==> src/rtl/io_xlate_pkg.sv <==
package io_xlate_pkg;
    localparam int IO_AW  = 16;
    localparam int BEAT_B = 4;
    localparam int DW     = 8 * BEAT_B;
    localparam int LANE_W = 2 * BEAT_B - 1;
    localparam int SPAN_W = 8 * LANE_W;

    typedef enum logic [1:0] {ST_IDLE, ST_BEAT0, ST_BEAT1, ST_RESP} xl_state_e;

    typedef struct packed {
        xl_state_e          st;
        logic               wr;
        logic [IO_AW-1:0]   waddr;
        logic [LANE_W-1:0]  lanes;
        logic [SPAN_W-1:0]  wbuf;
        logic [DW-1:0]      rlo;
        logic [1:0]         shift;
        logic [2:0]         size;
        logic               err;
        logic [DW-1:0]      rdata;
    } xl_regs_t;

    function automatic logic [BEAT_B-1:0] size_mask(input logic [2:0] sz);
        case (sz)
            3'd1:    size_mask = 4'b0001;
            3'd2:    size_mask = 4'b0011;
            3'd4:    size_mask = 4'b1111;
            default: size_mask = 4'b0000;
        endcase
    endfunction

    function automatic logic [DW-1:0] assemble(input logic [SPAN_W-1:0] raw,
                                                input logic [1:0] sh,
                                                input logic [2:0] sz);
        logic [SPAN_W-1:0] t;
        logic [BEAT_B-1:0] m;
        t = raw >> {sh, 3'b000};
        m = size_mask(sz);
        for (int i = 0; i < BEAT_B; i++)
            assemble[8*i +: 8] = m[i] ? t[8*i +: 8] : 8'h00;
    endfunction
endpackage

==> src/rtl/io_addr_pack.sv <==
module io_addr_pack #(
    parameter int WIN_BITS   = 23,
    parameter int IO_AW      = 16,
    parameter int LO_BITS    = 5,
    parameter int PAGE_SHIFT = 12
) (
    input  logic [WIN_BITS-1:0] off,
    input  logic                sparse,
    output logic [IO_AW-1:0]    dense
);
    localparam int HI_BITS = IO_AW - LO_BITS;

    logic [IO_AW-1:0] packed_addr;
    logic [IO_AW-1:0] trunc_addr;

    assign packed_addr = {off[PAGE_SHIFT +: HI_BITS], off[LO_BITS-1:0]};
    assign trunc_addr  = off[IO_AW-1:0];
    assign dense       = sparse ? packed_addr : trunc_addr;
endmodule

==> src/rtl/io_lane_split.sv <==
module io_lane_split
    import io_xlate_pkg::*;
(
    input  logic [1:0]        lane,
    input  logic [2:0]        size,
    input  logic [DW-1:0]     wdata,
    output logic [LANE_W-1:0] lanes,
    output logic [SPAN_W-1:0] wspread
);
    logic [BEAT_B-1:0] m;
    logic [DW-1:0]     wmask;

    always_comb begin
        m = size_mask(size);
        for (int i = 0; i < BEAT_B; i++)
            wmask[8*i +: 8] = m[i] ? wdata[8*i +: 8] : 8'h00;
        lanes   = {{(LANE_W-BEAT_B){1'b0}}, m} << lane;
        wspread = {{(SPAN_W-DW){1'b0}}, wmask} << {lane, 3'b000};
    end
endmodule

==> src/rtl/io_xlate_bridge.sv <==
module io_xlate_bridge
    import io_xlate_pkg::*;
#(
    parameter logic [31:0] WIN_BASE = 32'h8000_0000,
    parameter int          WIN_BITS = 23,
    parameter logic [31:0] ACK_ADDR = 32'hBFFF_FFF0,
    parameter int          VEC_W    = 8
) (
    input  logic             clk,
    input  logic             rst_n,
    input  logic             mode_sparse,
    input  logic             req_valid,
    output logic             req_ready,
    input  logic [31:0]      req_addr,
    input  logic             req_write,
    input  logic [2:0]       req_size,
    input  logic [31:0]      req_wdata,
    output logic             resp_valid,
    output logic             resp_err,
    output logic [31:0]      resp_rdata,
    output logic             io_valid,
    input  logic             io_ready,
    output logic             io_write,
    output logic [15:0]      io_addr,
    output logic [3:0]       io_be,
    output logic [31:0]      io_wdata,
    input  logic [31:0]      io_rdata,
    output logic             ack_take,
    input  logic [VEC_W-1:0] ack_vector
);
    localparam int HI_W = LANE_W - BEAT_B;

    xl_regs_t q, d;

    logic [IO_AW-1:0]  dense;
    logic [LANE_W-1:0] lanes;
    logic [SPAN_W-1:0] wspread;
    logic in_win, is_ack, size_ok, ack_ok, go_io;

    io_addr_pack #(.WIN_BITS(WIN_BITS), .IO_AW(IO_AW)) u_pack (
        .off    (req_addr[WIN_BITS-1:0]),
        .sparse (mode_sparse),
        .dense  (dense)
    );

    io_lane_split u_split (
        .lane    (dense[1:0]),
        .size    (req_size),
        .wdata   (req_wdata),
        .lanes   (lanes),
        .wspread (wspread)
    );

    assign in_win  = (req_addr[31:WIN_BITS] == WIN_BASE[31:WIN_BITS]);
    assign is_ack  = (req_addr == ACK_ADDR);
    assign size_ok = (size_mask(req_size) != '0);
    assign ack_ok  = is_ack && !req_write && (req_size == 3'd1);
    assign go_io   = in_win && size_ok;

    always_comb begin
        d        = q;
        ack_take = 1'b0;
        case (q.st)
            ST_IDLE: begin
                if (req_valid) begin
                    if (go_io) begin
                        d.st    = ST_BEAT0;
                        d.wr    = req_write;
                        d.waddr = {dense[IO_AW-1:2], 2'b00};
                        d.lanes = lanes;
                        d.wbuf  = wspread;
                        d.shift = dense[1:0];
                        d.size  = req_size;
                        d.err   = 1'b0;
                        d.rdata = '0;
                    end else begin
                        d.st     = ST_RESP;
                        d.err    = !ack_ok;
                        d.rdata  = ack_ok ? {{(DW-VEC_W){1'b0}}, ack_vector} : '0;
                        ack_take = ack_ok;
                    end
                end
            end
            ST_BEAT0: begin
                if (io_ready) begin
                    d.rlo = io_rdata;
                    if (|q.lanes[LANE_W-1:BEAT_B]) begin
                        d.st    = ST_BEAT1;
                        d.waddr = q.waddr + IO_AW'(BEAT_B);
                    end else begin
                        d.st    = ST_RESP;
                        d.rdata = q.wr ? '0
                                : assemble({{(SPAN_W-DW){1'b0}}, io_rdata}, q.shift, q.size);
                    end
                end
            end
            ST_BEAT1: begin
                if (io_ready) begin
                    d.st    = ST_RESP;
                    d.rdata = q.wr ? '0
                            : assemble({io_rdata[8*HI_W-1:0], q.rlo}, q.shift, q.size);
                end
            end
            default: d.st = ST_IDLE;
        endcase
    end

    always_ff @(posedge clk or negedge rst_n) begin
        if (!rst_n) q <= '0;
        else        q <= d;
    end

    assign req_ready  = (q.st == ST_IDLE);
    assign io_valid   = (q.st == ST_BEAT0) || (q.st == ST_BEAT1);
    assign io_write   = q.wr;
    assign io_addr    = q.waddr;
    assign io_be      = (q.st == ST_BEAT1) ? {1'b0, q.lanes[LANE_W-1:BEAT_B]}
                                           : q.lanes[BEAT_B-1:0];
    assign io_wdata   = (q.st == ST_BEAT1) ? {8'h00, q.wbuf[SPAN_W-1:DW]}
                                           : q.wbuf[DW-1:0];
    assign resp_valid = (q.st == ST_RESP);
    assign resp_err   = q.err;
    assign resp_rdata = q.rdata;
endmodule

==> config.mk <==
export PLATFORM = sky130hd
export DESIGN_NAME = io_xlate_bridge
export DESIGN_NICKNAME = d
export VERILOG_FILES = /design/src/rtl/io_xlate_pkg.sv /design/src/rtl/io_addr_pack.sv /design/src/rtl/io_lane_split.sv /design/src/rtl/io_xlate_bridge.sv
export SDC_FILE = /design/constraint.sdc
export NUM_CORES = 1
export LEC_CHECK = 0
export BUFFER_PORTS_ARGS = -buffer_cell sky130_fd_sc_hd__buf_2
export CORE_MARGIN = 2
export CORE_UTILIZATION = 25
export CTS_BUF_LIST = sky130_fd_sc_hd__clkbuf_2
export DETAILED_ROUTE_END_ITERATION = 10
export SLEW_MARGIN = 15
export SYNTH_ARGS = -nofsm -noshare
export SYNTH_HDL_FRONTEND = slang
export SYNTH_SLANG_ARGS = --single-unit
==> constraint.sdc <==
create_clock -name clk -period 2.4 [get_ports clk]
set_input_delay 0.12 -clock clk [delete_from_list [all_inputs] [get_ports clk]]
set_output_delay 0.12 -clock clk [all_outputs]
set_load 0.02 [all_outputs]
== Word level (Yosys, flattened, before mapping) ==
Index checks and enable logic that the tools add are counted.

* $add $sub $neg: 1
* Multiply operators: 0
* Div/mod/pow operators: 0
* Magnitude comparators: 0
* Equality and inequality tests: 17
* Shift-type cells: 4
* Mux-type cells: 44
* Bitwise gates (word level): 0
* Reductions and logical operators: 17

{| class="wikitable"
|+ Operator list
! kind !! number
|-
| two-way mux 32 bit || 7
|-
| two-way mux 8 bit || 13
|-
| one-hot mux 32 bit (3 select lines) || 1
|-
| two-way mux 82 bit || 1
|-
| two-way mux 80 bit || 1
|-
| left shift 32 x 5 -> 56 bit || 1
|-
| right shift 56 x 5 -> 32 bit || 1
|-
| two-way mux 16 bit || 3
|-
| two-way mux 33 bit || 1
|-
| == test 32 bit, second input constant || 1
|-
| one-hot mux 16 bit (2 select lines) || 1
|-
| right shift 32 x 5 -> 32 bit || 1
|-
| two-way mux 4 bit || 6
|-
| one-hot mux 4 bit (3 select lines) || 2
|-
| adder 16 x 3 -> 16 bit, second input constant || 1
|-
| inequality test 2 bit, second input constant || 5
|-
| AND reduction 5 bit || 2
|-
| == test 9 bit, second input constant || 1
|-
| left shift 4 x 2 -> 7 bit || 1
|-
| == test 3 x 1 -> 1 bit, second input constant || 2
|-
| == test 3 x 2 -> 1 bit, second input constant || 2
|-
| == test 3 bit, second input constant || 2
|-
| two-way mux 2 bit || 3
|-
| one-hot mux 2 bit (3 select lines) || 1
|-
| other kinds (14) || 23
|}

* Bits in registers: 152
* Latch bits: 0
* Bits in writable memories: 0
* Memory bits (read-only): 0
* Bits of input ports: 113
* Output and inout port bits: 90
* Memories: 0

== Longest topological paths before layout ==
Gate-level depths: netlist of run 1.

* Word-level depth: 10
* Depth in mapped cells: 10
* Depth with buffers taken out: 7

== By module ==
Synthesis of run 1 repeated with hierarchy kept, for this count alone.

* Cell total of the unflattened synthesis: 896
* Area total of the unflattened synthesis: 9,841.9 sq um

{| class="wikitable"
|+ Modules (own cells, without submodules)
! module !! instances !! cells an instance !! area each (sq um) !! sequential area each (sq um)
|-
| io_xlate_bridge || 1 || 719 || 8,463.1 || 3,753.6
|-
| io_lane_split || 1 || 160 || 1,168.6 || 0.0
|-
| io_addr_pack || 1 || 17 || 210.2 || 0.0
|}

== Worst setup path after synthesis of run 1 ==
Ideal clock, no wire load.

* Path kind: register to register
* Start: reg q[150] in the netlist's numbering
* End: reg q, in the netlist io_addr[11]
* Setup time: 0.069 ns
* Data arrival time: 2.068 ns
* Data required time: 2.331 ns
* Path slack: 0.262 ns
* Stages on the path, launching flop included: 8
* Buffers on the path: 1
* Clock period less this slack: 2.138 ns
* Cell sequence: dfrtp_1 inv_1 ha_1 nand2_1 o31a_1 buf_6 or4_1 nand3_1

* Cells in the longest elaborated chain, start to end: 3

{| class="wikitable"
|+ Ends and longest elaborated chain
! element !! line !! text
|-
| from (decl) || io_xlate_bridge.sv:33 || <nowiki>xl_regs_t q, d;</nowiki>
|-
| from (signal assigned) || io_xlate_bridge.sv:109 || <nowiki>if (!rst_n) q <= '0;</nowiki>
|-
| from (signal assigned) || io_xlate_bridge.sv:110 || <nowiki>else q <= d;</nowiki>
|-
| zero test 2 bit * || -- ||
|-
| via req_ready || io_xlate_bridge.sv:13 || <nowiki>output logic req_ready,</nowiki>
|-
| inequality test 2 x 1 -> 1 bit (no line) (tied with other cells) || -- ||
|-
| AND reduction 5 bit (no line) || -- ||
|}

Mark *: on every way through the listed nets, which the timed path passes. The rest lies on a longest branch.
A chain may end at the register's enable or synchronous reset.

== Final worst setup path of run 1 ==
* Start: reg q[151] in the netlist's numbering
* End: reg q[103] in the netlist's numbering

* Cells in the longest elaborated chain, start to end: 2

{| class="wikitable"
|+ Ends and longest elaborated chain
! element !! line !! text
|-
| zero test 2 bit || io_xlate_bridge.sv:63 || <nowiki>case (q.st)</nowiki>
|-
| AND reduction 3 bit (no line) || -- ||
|}

No other way between the ends.

==> results.sh, run 1 <==
export IMPL_status="completed"
export IMPL_crit_top_cell="nand3_1"
export IMPL_synthToLayoutAreaGrowth_pct=38.12
export IMPL_io_pins=203
export IMPL_ant_nets=0
export IMPL_cp_cell_sequence="inv_1 -> ha_2 -> nand2_1 -> buf_4 -> nor3_4 -> buf_12 -> nand3_1 -> dlygate4sd3_1 -> nand3_1"
export IMPL_relSlewSlack_pct=55.70
export IMPL_clock_fmax_mhz=423.5
export IMPL_clk_pin_slew_ns=0.26
export IMPL_cts_root_buf="clkbuf_2"
export IMPL_critPathLaunchType="flop"
export IMPL_grt_met3_usage_pct=3.551
export IMPL_via_count=9233
export IMPL_worstPathArrival_ns=3.07
export IMPL_rsz0062_at_grt="yes"
export IMPL_grt_use_total_pct=17.47
export IMPL_drv_cap=0
export IMPL_synth_cell_types=64
export IMPL_cts_max_level=4
export IMPL_fp_dieW_um=197.4
export IMPL_dp_cells=1596
export IMPL_worstMarginPinSlew_ns=0.6621
export IMPL_numCtsBuffers=17
export IMPL_clock_path_buffers=2
export IMPL_grt_pass1_vias=9140
export IMPL_grt_busiest_layer="met2"
export IMPL_hold_viol_final=0
export IMPL_antenna_found_initial=1
export IMPL_min_path_type="in2reg"
export IMPL_use_met2_pct=27.37
export IMPL_max_stage_delay_ns=0.60
export IMPL_skew_ns=0.04315
export IMPL_fin_crit_sh_pct=98.39
export IMPL_syn_inst=998
export IMPL_insertion_delay_ns=0.74
export IMPL_cp_slowest_cell="dlygate4sd3_1"
export IMPL_placed_cell_area_um2=10760
export IMPL_initial_core_util_pct=25.48
export IMPL_drt_wl_total_mm=34.28
export IMPL_synth_area_per_cell_um2=9.370
export IMPL_leakagePower_uw=0.005662
export IMPL_use_met1_pct=24.00
export IMPL_seq_area_frac_synth_pct=40.14
export IMPL_ys_flop_type="dfrtp_1"
export IMPL_syn_cell_area_um2=9351
export IMPL_layout_drive_gt1_share_pct=31.41
export IMPL_dr_pass1_iters=6
export IMPL_cts_sink_count=150
export IMPL_grt_max_degree=64
export IMPL_dp_hpwl_mm=23.15
export IMPL_drcViolationCount=0
export IMPL_nNetsFinal=1439
export IMPL_io_buffer_count=200
export IMPL_routed_via_density=5.121
export IMPL_power_density_nw_per_um2=722.9
export IMPL_num_rows=70
export IMPL_cts_tree="done"
export IMPL_wire_per_inst_um=19.01
export IMPL_core_region_area_um2=36700
export IMPL_cp_end_kind="flop"
export IMPL_post_layout_nonfiller_instances=1803
export IMPL_grt_overflow=0
export IMPL_finalMaxSlewViolations=0
export IMPL_final_cell_area_um2=12920
export IMPL_die_y_um=197.4
export IMPL_place_gp_congestion=0.9100
export IMPL_yosysWarnings=0
export IMPL_setup_viol=0
export IMPL_async_flop_share_pct=100.0
export IMPL_crit_fanout=24
export IMPL_dr_first_iter_drc_count=673
export IMPL_synth_seq_cells=150
export IMPL_critPathKind="reg2reg"
export IMPL_required_ns=3.11
export IMPL_ir_drop_mv=0.3668
export IMPL_synth_edf_count=0
export IMPL_fin_crit_ns=2.361
export IMPL_grt_pass1_wl_mm=52.79
export IMPL_dieArea_um2=38970
-- sequential cells by signal, indices dropped and copies added (netlist names) --
register,count
io_addr,14
io_write,1
q,102
resp_err,1
resp_rdata,32
-- layout by cell type, fill, tap and decap left out, types with 22 or more instances in the layout --
cell type	count
buf_2	182
mux2i_1	32
a21oi_1	32
mux2_2	83
nand2_1	148
o21ai_0	50
dfrtp_1	149
nand3_1	74
buf_4	65
nor2_1	47
dlygate4sd3_1	155
a22o_1	32
inv_1	22
-- worst max-delay path: cells and delay by family, from the launching register on --
family	cells	cell delay [ns]
buffers and inverters	4	1.11
and+or+nand+nor	4	0.50
DFF	1	0.49
adders and majority gates	1	0.22
-- Yosys cell counts (all sizes together), types with 8 or more instances --
master,n,area [um^2]
a21oi,32,160.2
a221o,8,80.08
a22o,32,280.3
a22oi,12,90.09
a32oi,16,140.1
buf,68,475.5
clkbuf,52,195.2
dfrtp,150,3754
inv,23,86.33
mux2,84,945.9
mux2i,32,320.3
mux4,10,225.2
nand2,148,555.5
nand3,75,387.9
nand3b,9,67.56
nand4,11,68.82
nor2,47,176.4
nor2b,12,75.07
nor3,16,95.09
nor4,8,86.33
o21ai,63,319.1
o22ai,20,125.1
-- where the power goes --
part           leakage [uW]  internal, uW  switching, uW  total (uW)
Sequential          0.00190          2960            409        3370
Clock              0.000136           402           1060        1470
Combinational       0.00362          1970           2540        4510
-- metal layers --
layer | vias to the layer above | part of all wire [%]
li1 | 4250 | -
met3 | 52 | 7.6
met2 | 432 | 46
met1 | 4499 | 44
met5 | - | 0
met4 | 0 | 2.3
-- through the flow --
stage	setup slack, ns	total power (uW)	utilization, %	hold slack, ns	setup TNS, ns
after floorplan	0.2625	5983	-	-0.1756	0
after global placement	0.2440	7207	29.31	0.1414	0
after detailed placement	0.1840	7278	29.31	0.1464	0
after CTS	-0.03392	9320	34.75	0.02060	-0.1714
after global routing	-0.1100	9936	35.20	0.04352	-2.950
final	0.03869	9337	35.20	0.1037	0
-- kinds of logic after synthesis --
logic type,synth area share [%]
compound gates,15.51
simple gates,19.19
xor+xnor,0.3747
mux,15.95
other cells,0.04010
buf+inv,8.135
fa+ha+maj,0.6690
flops,40.14
-- timing repair --
action                                  CTS  global route
pin swaps                                 1             1
buffers inserted                          5             9
gates cloned                              2             1
endpoints found under the hold margin   297             0
hold buffers                            157             0
resized for setup                        27            23
endpoints found under the setup margin   37            61
-- final timing paths --
kind	cells after the start	endpoint	slack, ns	from
max in group asynchronous	4	resp_rdata[13]	1.61	rst_n
hold / removal	7	io_addr[3]	0.10	req_addr[27]
setup / recovery	9	q[103]	0.04	q[151]
min in group asynchronous	4	q[77]	0.48	rst_n
setup reg to reg	9	q[103]	0.04	q[151]
hold reg to reg	2	q[119]	0.50	q[119]
-- layout make-up --
| cell class | count | area (um^2) |
|---|---|---|
| Antenna cell | 1 | 2.502 |
| Clock buffer | 17 | 85.08 |
| Clock inverter | 15 | 143.9 |
| Fill cell | 3751 | 23780 |
| Inverter | 24 | 90.09 |
| Multi-Input combinational cell | 705 | 4902 |
| Sequential cell | 150 | 3755 |
| Tap cell | 468 | 585.6 |
| Timing Repair Buffer | 423 | 3352 |
Power figures use the tool's default switching activity.
==> inputs of run 2 (changes only) <==
clock period = 1.9 ns   (was 2.4 ns; I/O delays follow)
==> run 2 against run 1 <==
Against the previous run:
- the flow now finishes with violations (setup timing)
- final area up 21%
- setup slack worse by 0.55 ns
- critical path depth up 1
- hold slack worse by 0.050 ns
- utilization up 7.4 points
- final cell count up 6.2%
- highest routed layer unchanged
==> results.sh, run 2 (synthesis results as in run 1) <==
export IMPL_antenna_found_initial=1
export IMPL_placed_cell_area_um2=11360
export IMPL_reg2reg_slack_ns=-0.41
export IMPL_pwr_share_comb_pct=58.9
export IMPL_crit_fanout=30
export IMPL_finalSetupTns_ns=-49.25
export IMPL_critPathLaunchType="input port"
export IMPL_violations="setup timing"
export IMPL_max_stage_delay_ns=0.87
export IMPL_via_count=10060
export IMPL_hold_slack_ns=0.05394
export IMPL_worstReg2RegEnd="resp_rdata[30]"
export IMPL_critPathKind="in2reg"
export IMPL_power_density_nw_per_um2=937.0
export IMPL_cp_slowest_cell="dlygate4sd3_1"
export IMPL_grt_max_degree=47
export IMPL_largest_reg_flops=102
export IMPL_finalMaxSlewViolations=0
export IMPL_clock_path_buffers=2
export IMPL_fin_crit_sh_pct=126.9
export IMPL_grt_pass1_wl_mm=58.38
export IMPL_grt_overflow=0
export IMPL_fin_ws_ns=-0.5119
export IMPL_drcViolationCount=0
export IMPL_io_pins=203
export IMPL_worstMarginPinSlew_ns=1.066
export IMPL_internal_power_uw=8517
export IMPL_cts_max_level=4
export IMPL_switchingPower_uw=6119
export IMPL_status="finished, violations left"
export IMPL_layout_commonest_cell="buf_2"
export IMPL_relSlewSlack_pct=28.78
export IMPL_routed_via_density=5.256
export IMPL_dieArea_um2=38970
export IMPL_skew_ns=0.04909
export IMPL_pre_cts_ws_ns=-0.1569
export IMPL_core_region_area_um2=36700
export IMPL_layout_drive_gt1_share_pct=48.65
export IMPL_cp_cell_sequence="buf_2 -> buf_4 -> dlygate4sd3_1 -> buf_6 -> a32oi_1 -> dlygate4sd3_1 -> nor2_1 -> dlygate4sd3_1 -> nand3_2 -> nand3_2"
export IMPL_cts_tree="done"
export IMPL_final_cell_area_um2=15620
export IMPL_dr_first_iter_drc_count=827
export IMPL_grt_pass1_vias=10030
export IMPL_fp_dieW_um=197.4
export IMPL_clk_pin_slew_ns=0.26
export IMPL_dp_hpwl_mm=24.62
export IMPL_cp_end_kind="flop"
export IMPL_grt_use_total_pct=19.59
export IMPL_hold_path_end="q[126]"
export IMPL_leakagePower_uw=0.007014
export IMPL_cts_sink_count=150
export IMPL_pwr_share_clk_pct=12.5
export IMPL_cts_root_buf="clkbuf_2"
export IMPL_nNetsFinal=1550
export IMPL_hold_viol_final=0
export IMPL_insertion_delay_ns=0.85
export IMPL_drv_cap=0
export IMPL_hold_path_startpoint="req_size[1]"
export IMPL_crit_reg2reg_launch="q[151]"
export IMPL_fin_crit_ns=2.412
export IMPL_wire_per_inst_um=21.09
export IMPL_drt_wl_total_mm=40.36
export IMPL_crit_top_cell="dlygate4sd3_1"
export IMPL_synthToLayoutAreaGrowth_pct=67.05
export IMPL_dr_pass1_iters=5
export IMPL_setup_viol=158
export IMPL_initial_core_util_pct=25.48
export IMPL_clock_fmax_mhz=414.6
export IMPL_min_path_type="in2reg"
export IMPL_ant_nets=0
export IMPL_io_buffer_count=200
export IMPL_ir_drop_mv=0.5263
export IMPL_num_rows=70
export IMPL_seqPwrFrac_pct=28.6
export IMPL_holdPathStages=5
export IMPL_power_uw=14640
export IMPL_place_gp_congestion=0.8963
export IMPL_rsz0062_at_grt="yes"
export IMPL_numCtsBuffers=17
export IMPL_top_register="q"
export IMPL_worstPathArrival_ns=3.22
export IMPL_die_y_um=197.4
export IMPL_switching_share_pct=41.81
export IMPL_required_ns=2.71
export IMPL_reg2regPathDepth=13
export IMPL_final_cell_mix="buf_2 (159), dfrtp_1 (148), dlygate4sd3_1 (146), buf_4 (108), nand2_1 (98)"
[run 2: cell count changes in the layout (fill, tap and decap cells not counted), moves of 13 or more]
cell     delta
buf_4      +43
mux2_4     +13
nand2_1    -50
o21ai_2    +15
o21ai_0    -37
nand3_1    -44
buf_2      -23
nand3_2    +35
nand2_4    +25
nand2_2    +24
mux2_2     -13
buf_6      +65
[run 2: worst max-delay path, delay by kind of cell]
kind / cells / cell delay, ns
buffers and inverters: 6 / 2.66
and+or+nand+nor: 3 / 0.30
AOI/OAI and AO/OA: 1 / 0.14
[run 2: repair_timing]
item,in CTS,in global routing
gates cloned,20,7
endpoints found under the setup margin,134,157
buffers inserted,27,28
pin swaps,19,70
hold buffers,142,8
resized for setup,222,241
hold endpoints to repair,300,24
[run 2: final cells by class]
cell class	count	area, um^2
fillers	3384	21080
repair buffers	532	4920
clock inverters	13	123.9
flip-flops and latches	150	3756
diodes	1	2.502
well taps	468	585.6
inverters	24	97.59
clock buffers	19	95.09
multi-input cells	707	6041
[run 2: metal layers]
layer / part of all wire, % / up-vias / wire length, um / global-route usage [%]
li1: - / 4494 / - / -
met1: 41 / 4903 / 16510 / 24.90
met2: 47 / 547 / 18970 / 32.30
met3: 8.3 / 116 / 3352 / 4.729
met4: 3.8 / 0 / 1526 / 7.129
met5: 0 / - / 0 / 0
[run 2: stage by stage]
step,cells,utilization [%]
global placement,1660,30.95
finish,1914,42.57
floorplan,999,-
CTS,1881,39.40
detailed placement,1660,30.95
global route,1914,42.57
[run 2: worst max-delay path by stage]
stage	from	end	slack, ns	depth (start not counted)
after floorplan	q[151]	io_addr[11]	-0.02	9
after global placement	q[150]	resp_rdata[22]	-0.12	9
after detailed placement	q[150]	resp_rdata[22]	-0.16	9
after CTS	q[150]	io_wdata[21]	-0.51	5
after global routing	q[150]	io_wdata[21]	-0.59	5
final	req_addr[0]	q[105]	-0.51	10
[run 2: power groups by stage]
stage | logic, uW | registers [uW] | clock network (uW)
2_1_floorplan | 3530 | 4160 | 0
3_3_place_gp | 5590 | 4200 | 0
3_5_place_dp | 5680 | 4230 | 0
4_1_cts | 7780 | 4160 | 1870
5_1_grt | 9120 | 4260 | 2010
6_report | 8620 | 4190 | 1830
